--- src/rtl/serial_audio_rx.sv ---
module serial_audio_rx #(
  parameter int MAX_CH = 8
) (
  input  logic        clk,
  input  logic        rst_n,
  input  logic [15:0] cfg,
  input  logic        sck,
  input  logic        ws,
  input  logic        sd,
  output logic        smp_valid,
  output logic [$clog2(MAX_CH)-1:0] smp_chan,
  output logic [31:0] smp_data,
  output logic        fmt_err
);
  localparam int CH_W = $clog2(MAX_CH);

  logic        sck_q, primed, ws_prev, pend, active, framed, lvl;
  logic [31:0] shreg;
  logic [5:0]  bitcnt;
  logic [CH_W:0] wcnt;

  wire right_al = cfg[11];
  wire pol      = cfg[10];
  wire early    = cfg[9];
  wire multi    = cfg[8];
  wire unused_cfg = ^{cfg[15:12], cfg[7:4]};

  wire [5:0]  wlen     = {1'b0, cfg[3:0], 1'b0} + 6'd2;
  wire        rise     = sck & ~sck_q;
  wire        edge_now = primed && (ws != ws_prev);
  wire        bnd      = early ? pend : edge_now;
  wire        fstart   = bnd && (ws == pol);
  wire [31:0] shifted  = {shreg[30:0], sd};

  function automatic logic [31:0] sext(input logic [31:0] v, input logic [5:0] n);
    for (int i = 0; i < 32; i++)
      sext[i] = (6'(i) < n) ? v[i] : v[5'(n - 6'd1)];
  endfunction

  always_ff @(posedge clk) begin
    if (!rst_n) begin
      sck_q <= 1'b0; primed <= 1'b0; ws_prev <= 1'b0; pend <= 1'b0;
      active <= 1'b0; framed <= 1'b0; lvl <= 1'b0;
      shreg <= '0; bitcnt <= '0; wcnt <= '0;
      smp_valid <= 1'b0; smp_chan <= '0; smp_data <= '0; fmt_err <= 1'b0;
    end else begin
      sck_q     <= sck;
      smp_valid <= 1'b0;
      if (rise) begin
        primed  <= 1'b1;
        ws_prev <= ws;
        pend    <= edge_now;
        if (!multi) begin
          if (bnd) begin
            if (active) begin
              smp_valid <= 1'b1;
              smp_data  <= sext(shreg, wlen);
              smp_chan  <= (lvl == pol) ? '0 : CH_W'(1);
            end
            active <= 1'b1;
            lvl    <= ws;
            shreg  <= {31'b0, sd};
            bitcnt <= 6'd1;
          end else if (right_al || bitcnt < wlen) begin
            shreg <= shifted;
            if (bitcnt != 6'd63) bitcnt <= bitcnt + 6'd1;
          end
        end else begin
          if (fstart) begin
            if (framed && wcnt[0]) fmt_err <= 1'b1;
            framed <= 1'b1;
            wcnt   <= '0;
            shreg  <= {31'b0, sd};
            bitcnt <= 6'd1;
          end else if (framed) begin
            if (bitcnt == wlen - 6'd1) begin
              if (wcnt == (CH_W+1)'(MAX_CH)) begin
                fmt_err <= 1'b1;
              end else begin
                smp_valid <= 1'b1;
                smp_data  <= sext(shifted, wlen);
                smp_chan  <= wcnt[CH_W-1:0];
                wcnt      <= wcnt + 1'b1;
              end
              bitcnt <= '0;
              shreg  <= '0;
            end else begin
              shreg  <= shifted;
              bitcnt <= bitcnt + 6'd1;
            end
          end
        end
      end
    end
  end

  a_r10_err_sticky: assert property (@(posedge clk) disable iff (!rst_n)
    fmt_err |=> fmt_err);
  a_r7_single_pulse: assert property (@(posedge clk) disable iff (!rst_n)
    smp_valid |=> !smp_valid);
  a_r2_sext16: assert property (@(posedge clk) disable iff (!rst_n)
    (smp_valid && $past(cfg[3:0]) == 4'd7) |-> (smp_data[31:16] == {16{smp_data[15]}}));
  a_r7_stereo_chan: assert property (@(posedge clk) disable iff (!rst_n)
    (smp_valid && !$past(cfg[8])) |-> (smp_chan <= CH_W'(1)));
endmodule

--- config.mk ---
export PLATFORM = sky130hd
export DESIGN_NAME = serial_audio_rx
export DESIGN_NICKNAME = d
export VERILOG_FILES = /design/src/rtl/serial_audio_rx.sv
export SDC_FILE = /design/constraint.sdc
export NUM_CORES = 1
export LEC_CHECK = 0
export CAP_MARGIN = 20
export CORE_AREA = 10 10 115 117
export DETAILED_ROUTE_END_ITERATION = 12
export DIE_AREA = 0 0 125 127
export DONT_BUFFER_PORTS = 1
export GPL_ROUTABILITY_DRIVEN = 0
export GPL_TIMING_DRIVEN = 0
export PLACE_DENSITY_LB_ADDON = 0.1
export SYNTH_ARGS = -nofsm -noshare
export SYNTH_HDL_FRONTEND = slang
export SYNTH_SLANG_ARGS = --single-unit
--- constraint.sdc ---
create_clock -name clk -period 3.7 [get_ports clk]
set_input_delay 0.185 -clock clk [delete_from_list [all_inputs] [get_ports clk]]
set_output_delay 0.185 -clock clk [all_outputs]
set_load 0.05 [all_outputs]
==> Yosys cells after proc, flatten, opt, wreduce, memory -nomap -nowiden <==
Cells that the tools add are included.
Widths: inputs -> output; s select.
{ "classes": {"bitwise": 3, "muxes": 113, "reduce_logical": 19, "n_lt_le_gt_ge": 34, "n_eq_ne": 13, "add_sub_neg": 4} }
{ "op_table": {"columns": ["cell", "count"], "rows": [
  ["$mux 32", 13],
  ["$lt 5x6->1 const A", 16],
  ["$mux 1", 80],
  ["$lt 4x6->1 const A", 8],
  ["$mux 6", 7],
  ["$lt 3x6->1 const A", 4],
  ["$mux 3", 7],
  ["$mux 4", 4],
  ["$lt 1x6->1 const A", 2],
  ["$lt 2x6->1 const A", 2],
  ["$bmux 1 s5", 2],
  ["$reduce_bool 2->1", 5],
  ["$reduce_and 3->1", 3],
  ["$reduce_and 7->1", 1],
  ["$add 5x2->6 const B", 1],
  ["$add 6x1->6 const B", 1],
  ["$eq 6x6->1", 1],
  ["$lt 5x6->1 const B", 1],
  ["$lt 6x6->1", 1],
  ["$ne 2x1->1 const B", 3],
  ["$ne 2x2->1 const B", 3],
  ["$ne 6x6->1 const B", 1],
  ["$reduce_and 6->1", 1],
  ["$reduce_bool 3->1", 2],
  ["other kinds (13)", 17]
]} }
{ "word_totals": {"register_bits": 86, "output_inout_bits": 37, "inputBits": 21, "word_cells": 200} }

==> Longest topological paths before layout <==
{ "depth": {"depth_word": 10, "depth_mapped": 15, "ltp_nobuf": 10} }

==> Least setup slack after synthesis <==
Ideal clock, no wire load.
{ "synth_timing": {"kind": "input -> register", "start": "input port cfg[0]", "end": "register bitcnt[5]", "n_path_buf": 6, "required_time_ns": 3.569, "t_arrival_ns": 2.616, "setup_slack_ns": 0.954, "setup_ns": 0.131, "path_stages": 15, "path_cell_list": "ha_1 > buf_6 > buf_6 > and3_1 > buf_4 > inv_2 > clkbuf_1 > ha_1 > a21oi_1 > a2111o_1 > clkbuf_1 > clkbuf_1 > a21oi_1 > a32oi_1 > o31ai_1"} }
{ "synth_between": {"elab_chain_cells": 7} }
{ "synth_lines": {"columns": ["element", "line", "text"], "rows": [
  ["start, declared", "6", "input logic [15:0] cfg,"],
  ["$add 5x2->6 (*)", "28", "wire [5:0] wlen = {1'b0, cfg[3:0], 1'b0} + 6'd2;"],
  ["$sub 6x1->6", null, null],
  ["$eq 6x6->1", "76", "if (bitcnt == wlen - 6'd1) begin"],
  ["$mux 6", "76", null],
  ["$mux 6", "75", "end else if (framed) begin"],
  ["$mux 6", "69", "if (fstart) begin"],
  ["$mux 6", "53", "if (!multi) begin"],
  ["end signal, assigned", "66", "if (bitcnt != 6'd63) bitcnt <= bitcnt + 6'd1;"],
  ["end signal, assigned", "89", "bitcnt <= bitcnt + 6'd1;"],
  ["end, declared", "19", "logic [5:0] bitcnt;"]
]} }
Every way passes the cells marked *; elsewhere a longest branch is shown, timed or not. The select of a mux whose other input is x is not followed.
A chain may end at the register's enable or synchronous reset.

==> Final worst setup path <==
{ "layout_timing": {"start": "input port cfg[0]", "end": "register shreg[31]"} }
{ "layout_between": {"elab_chain_cells": 7} }
{ "layout_lines": {"columns": ["element", "line", "text"], "rows": [
  ["$add 5x2->6 (*)", "28", null],
  ["$sub 6x1->6", null, null],
  ["$eq 6x6->1", "76", null],
  ["$mux 32", "76", null],
  ["$mux 32", "75", null],
  ["$mux 32", "69", null],
  ["$mux 32", "53", null],
  ["end signal, assigned", "62", "shreg <= {31'b0, sd};"],
  ["end signal, assigned", "65", "shreg <= shifted;"],
  ["end signal, assigned", "73", "shreg <= {31'b0, sd};"],
  ["end, declared", "18", "logic [31:0] shreg;"]
]} }
Marked as above.

==> results.txt <==
Synth Register Bits = 86
worst-margin pin slew = 0.842 ns
number of flops mapped to enable cells by yosys = 0
port bufs = 0
fin util = 53.6%
vias in the first global route = 4935
Slew Limit Fails = 0
sw frac = 28.7%
CTS clk-pin slew, worst paths = 0.06 ns
Worst EP required = 3.93 ns
io pins = 58
Flop pwr share = 44.2%
Initial Util = 49.5%
final WL = 17100 um
combinational share of power = 17.8%
clock root buffer = clkbuf_16
RSZ-0062 raised after global routing = no
CTS tree = yes
Post-Synthesis Cells = 632
Bufs on Longest Clock Path = 2
flop-to-flop setup slack = 0.65 ns
DIE WIDTH = 125 um
DR iter-0 viols = 579
Net Count, Synth = 663
Syn. warnings = 0
Synth async-reset ratio = 0%
die area = 0.0159 mm^2
top cells by area, synth = dfxtp_1 (31%), mux4_2 (7.4%), a21oi_1 (5.4%)
DRC = 0
Final Skew = 0.00789 ns
Critical Path AT = 3.40 ns
Net Sw Power = 0.611 mW
most frequent CP cell = clkbuf_1
Crit. End Element = flop
Power Density = 357 mW/mm^2
die outline height = 127 um
nets = 677
num rows = 39
Hold/Removal Path Class = input pin to flop
VDD IR-drop max = 0.000259 V
sequential area share after synthesis = 31.3%
Fmax = 316 MHz
DR pass1 iterations = 5
setup TNS = 0 ns
max_cap viols = 0
final antenna-violating net count = 0
total power = 2.13 mW
worst-path maximum fanout = 10
critical path class = input pin to flop
H-tree depth = 3
most frequent cells in the layout = dfxtp_1 (86), a21oi_1 (59), nor2_1 (47), clkbuf_1 (41), nand3_1 (41)
DP Wirelength = 12900 um
Num CTS Buffers = 9
clk sinks = 86
Pint = 1.52 mW
commonest non-fill, non-tap cell in the layout = dfxtp_1
initial antenna violation count = 0
final hold slack = 0.00122 ns
antenna diode count = 0
worst-path cell chain = ha_1 -> buf_6 -> buf_6 -> and3_1 -> buf_4 -> inv_2 -> clkbuf_1 -> ha_1 -> a21oi_1 -> a2111o_1 -> clkbuf_1 -> nand2_1 -> clkbuf_1 -> o2bb2ai_1 -> and2_1
largest net degree at the start of global routing = 13
average wire per standard cell = 21.6 um
share of the synthesized area in the top cell type = 31.3%
vias = 5193
minimum clock period = 3.17 ns
area grow syn2layout = 8.24%
Leakage Power = 2.19 nW
first-pass GRT wire length = 27100 um
Primary FF master, synth = dfxtp_1
Yosys top cell by area = dfxtp_1
status = completed
final setup vio count = 0
Worst path max stage delay = 0.41 ns
# Post-CTS Setup Buffers = 0
Mapped Area = 0.00551 mm^2
final hold vios = 0
Clk pwr share = 38.0%
synthesized area per cell = 8.72 um^2
share of cells above drive strength 1 = 10.8%
vias per inst = 6.57
Netlist cell types = 73
CORE AREA = 0.0111 mm^2
critical path startpoint category = input pin
period utilization = 85.6%
Max-slew headroom = 42.2%
worst skew pair latency = 0.34 ns
slowest CP cell = clkbuf_1
Overflow after GRT = 0
Tot GR Track Use = 20.7%
cells in the mapped netlist, types with 3 or more instances:
cell       instances
inv_1             21
o31ai_1           23
nor2_1            47
clkbuf_1          39
or4_1              4
a2bb2oi_1         16
dfxtp_1           86
a31oi_1            4
and2_1            23
nor3_1             8
o2bb2ai_1         15
or3_1             18
a311o_1            9
mux4_2            18
o211ai_1           4
buf_2             14
nand2b_1           6
nand2_1           28
a21oi_1           59
o311a_1           17
ha_1              10
nand3b_1           3
a211oi_1          14
nand3_1           41
xnor2_1            5
and3_1             5
o21ai_0           24
buf_6              7
or2_1              3
final cells by class:
cell class / instances / area, um^2
fill: 1024 / 5160
tap: 143 / 179
clock buffer: 11 / 233
multi-input combinational: 457 / 3360
timing repair buffer: 3 / 30.0
sequential: 86 / 1720
inverter: 25 / 93.8
clock inverter: 2 / 12.5
buffer: 64 / 334
sequential cells by signal (all words and copies together) (netlist names), 3 cells and up:
| register | flops |
|---|---|
| smp_chan | 3 |
| bitcnt | 6 |
| wcnt | 4 |
| shreg | 32 |
| smp_data | 32 |
kinds of logic (layout without fill, tap and decap cells):
| family | after synthesis | count (layout) | synth area share (%) |
|---|---|---|---|
| flip-flops | 86 | 86 | 31.3 |
| adder cells (fa/ha/maj) | 11 | 11 | 2.45 |
| AO/OA/AOI/OAI | 211 | 211 | 27.7 |
| buffers and inverters | 89 | 105 | 7.77 |
| XOR/XNOR | 8 | 8 | 2.20 |
| AND/OR/NAND/NOR | 201 | 201 | 19.2 |
| multiplexers | 26 | 26 | 9.49 |
layer usage:
layer | up-vias | part of all wire, % | global-route usage (%)
li1 | 2401 | - | -
met1 | 2533 | 41 | 25.6
met2 | 229 | 47 | 34.7
met3 | 30 | 8.8 | 5.25
met4 | 0 | 2.3 | 6.71
met5 | - | 0 | 0
critical path: cells and delay by family:
| kind | cells | cell delay [ns] |
|---|---|---|
| simple gates | 3 | 0.62 |
| compound gates | 3 | 0.49 |
| buf+inv | 7 | 1.57 |
| fa+ha+maj | 2 | 0.53 |
timing repair:
item / CTS / global route
hold endpoints to repair: 3 / 0
hold buffers: 3 / 0
gates resized for setup: 0 / 0
per-stage QoR:
step	setup WS, ns	instance area [um^2]	std cells
floorplan	0.954	5510	632
global placement	0.225	5690	775
detailed placement	0.200	5690	775
CTS	0.564	5960	791
global route	0.262	5960	791
finish	0.533	5960	791
power groups by stage:
stage / sequential, mW / clock, mW / combinational [mW]
floorplan: 0.959 / 0 / 0.282
global placement: 0.961 / 0 / 0.362
detailed placement: 0.962 / 0 / 0.366
CTS: 0.941 / 0.819 / 0.370
global route: 0.942 / 0.843 / 0.411
finish: 0.941 / 0.808 / 0.378
final timing paths:
path	cells after the start	startpoint	endpoint
setup / recovery	15	cfg[0]	shreg[31]$_SDFFE_PN0P_
hold / removal	2	ws	lvl$_SDFFE_PN0P_
setup reg to reg	9	ws_prev$_SDFFE_PN0P_	smp_data[19]$_SDFFE_PN0P_
hold reg to reg	2	wcnt[3]$_SDFFE_PN0P_	wcnt[3]$_SDFFE_PN0P_
No activity file was read; power rests on OpenSTA's default activity.
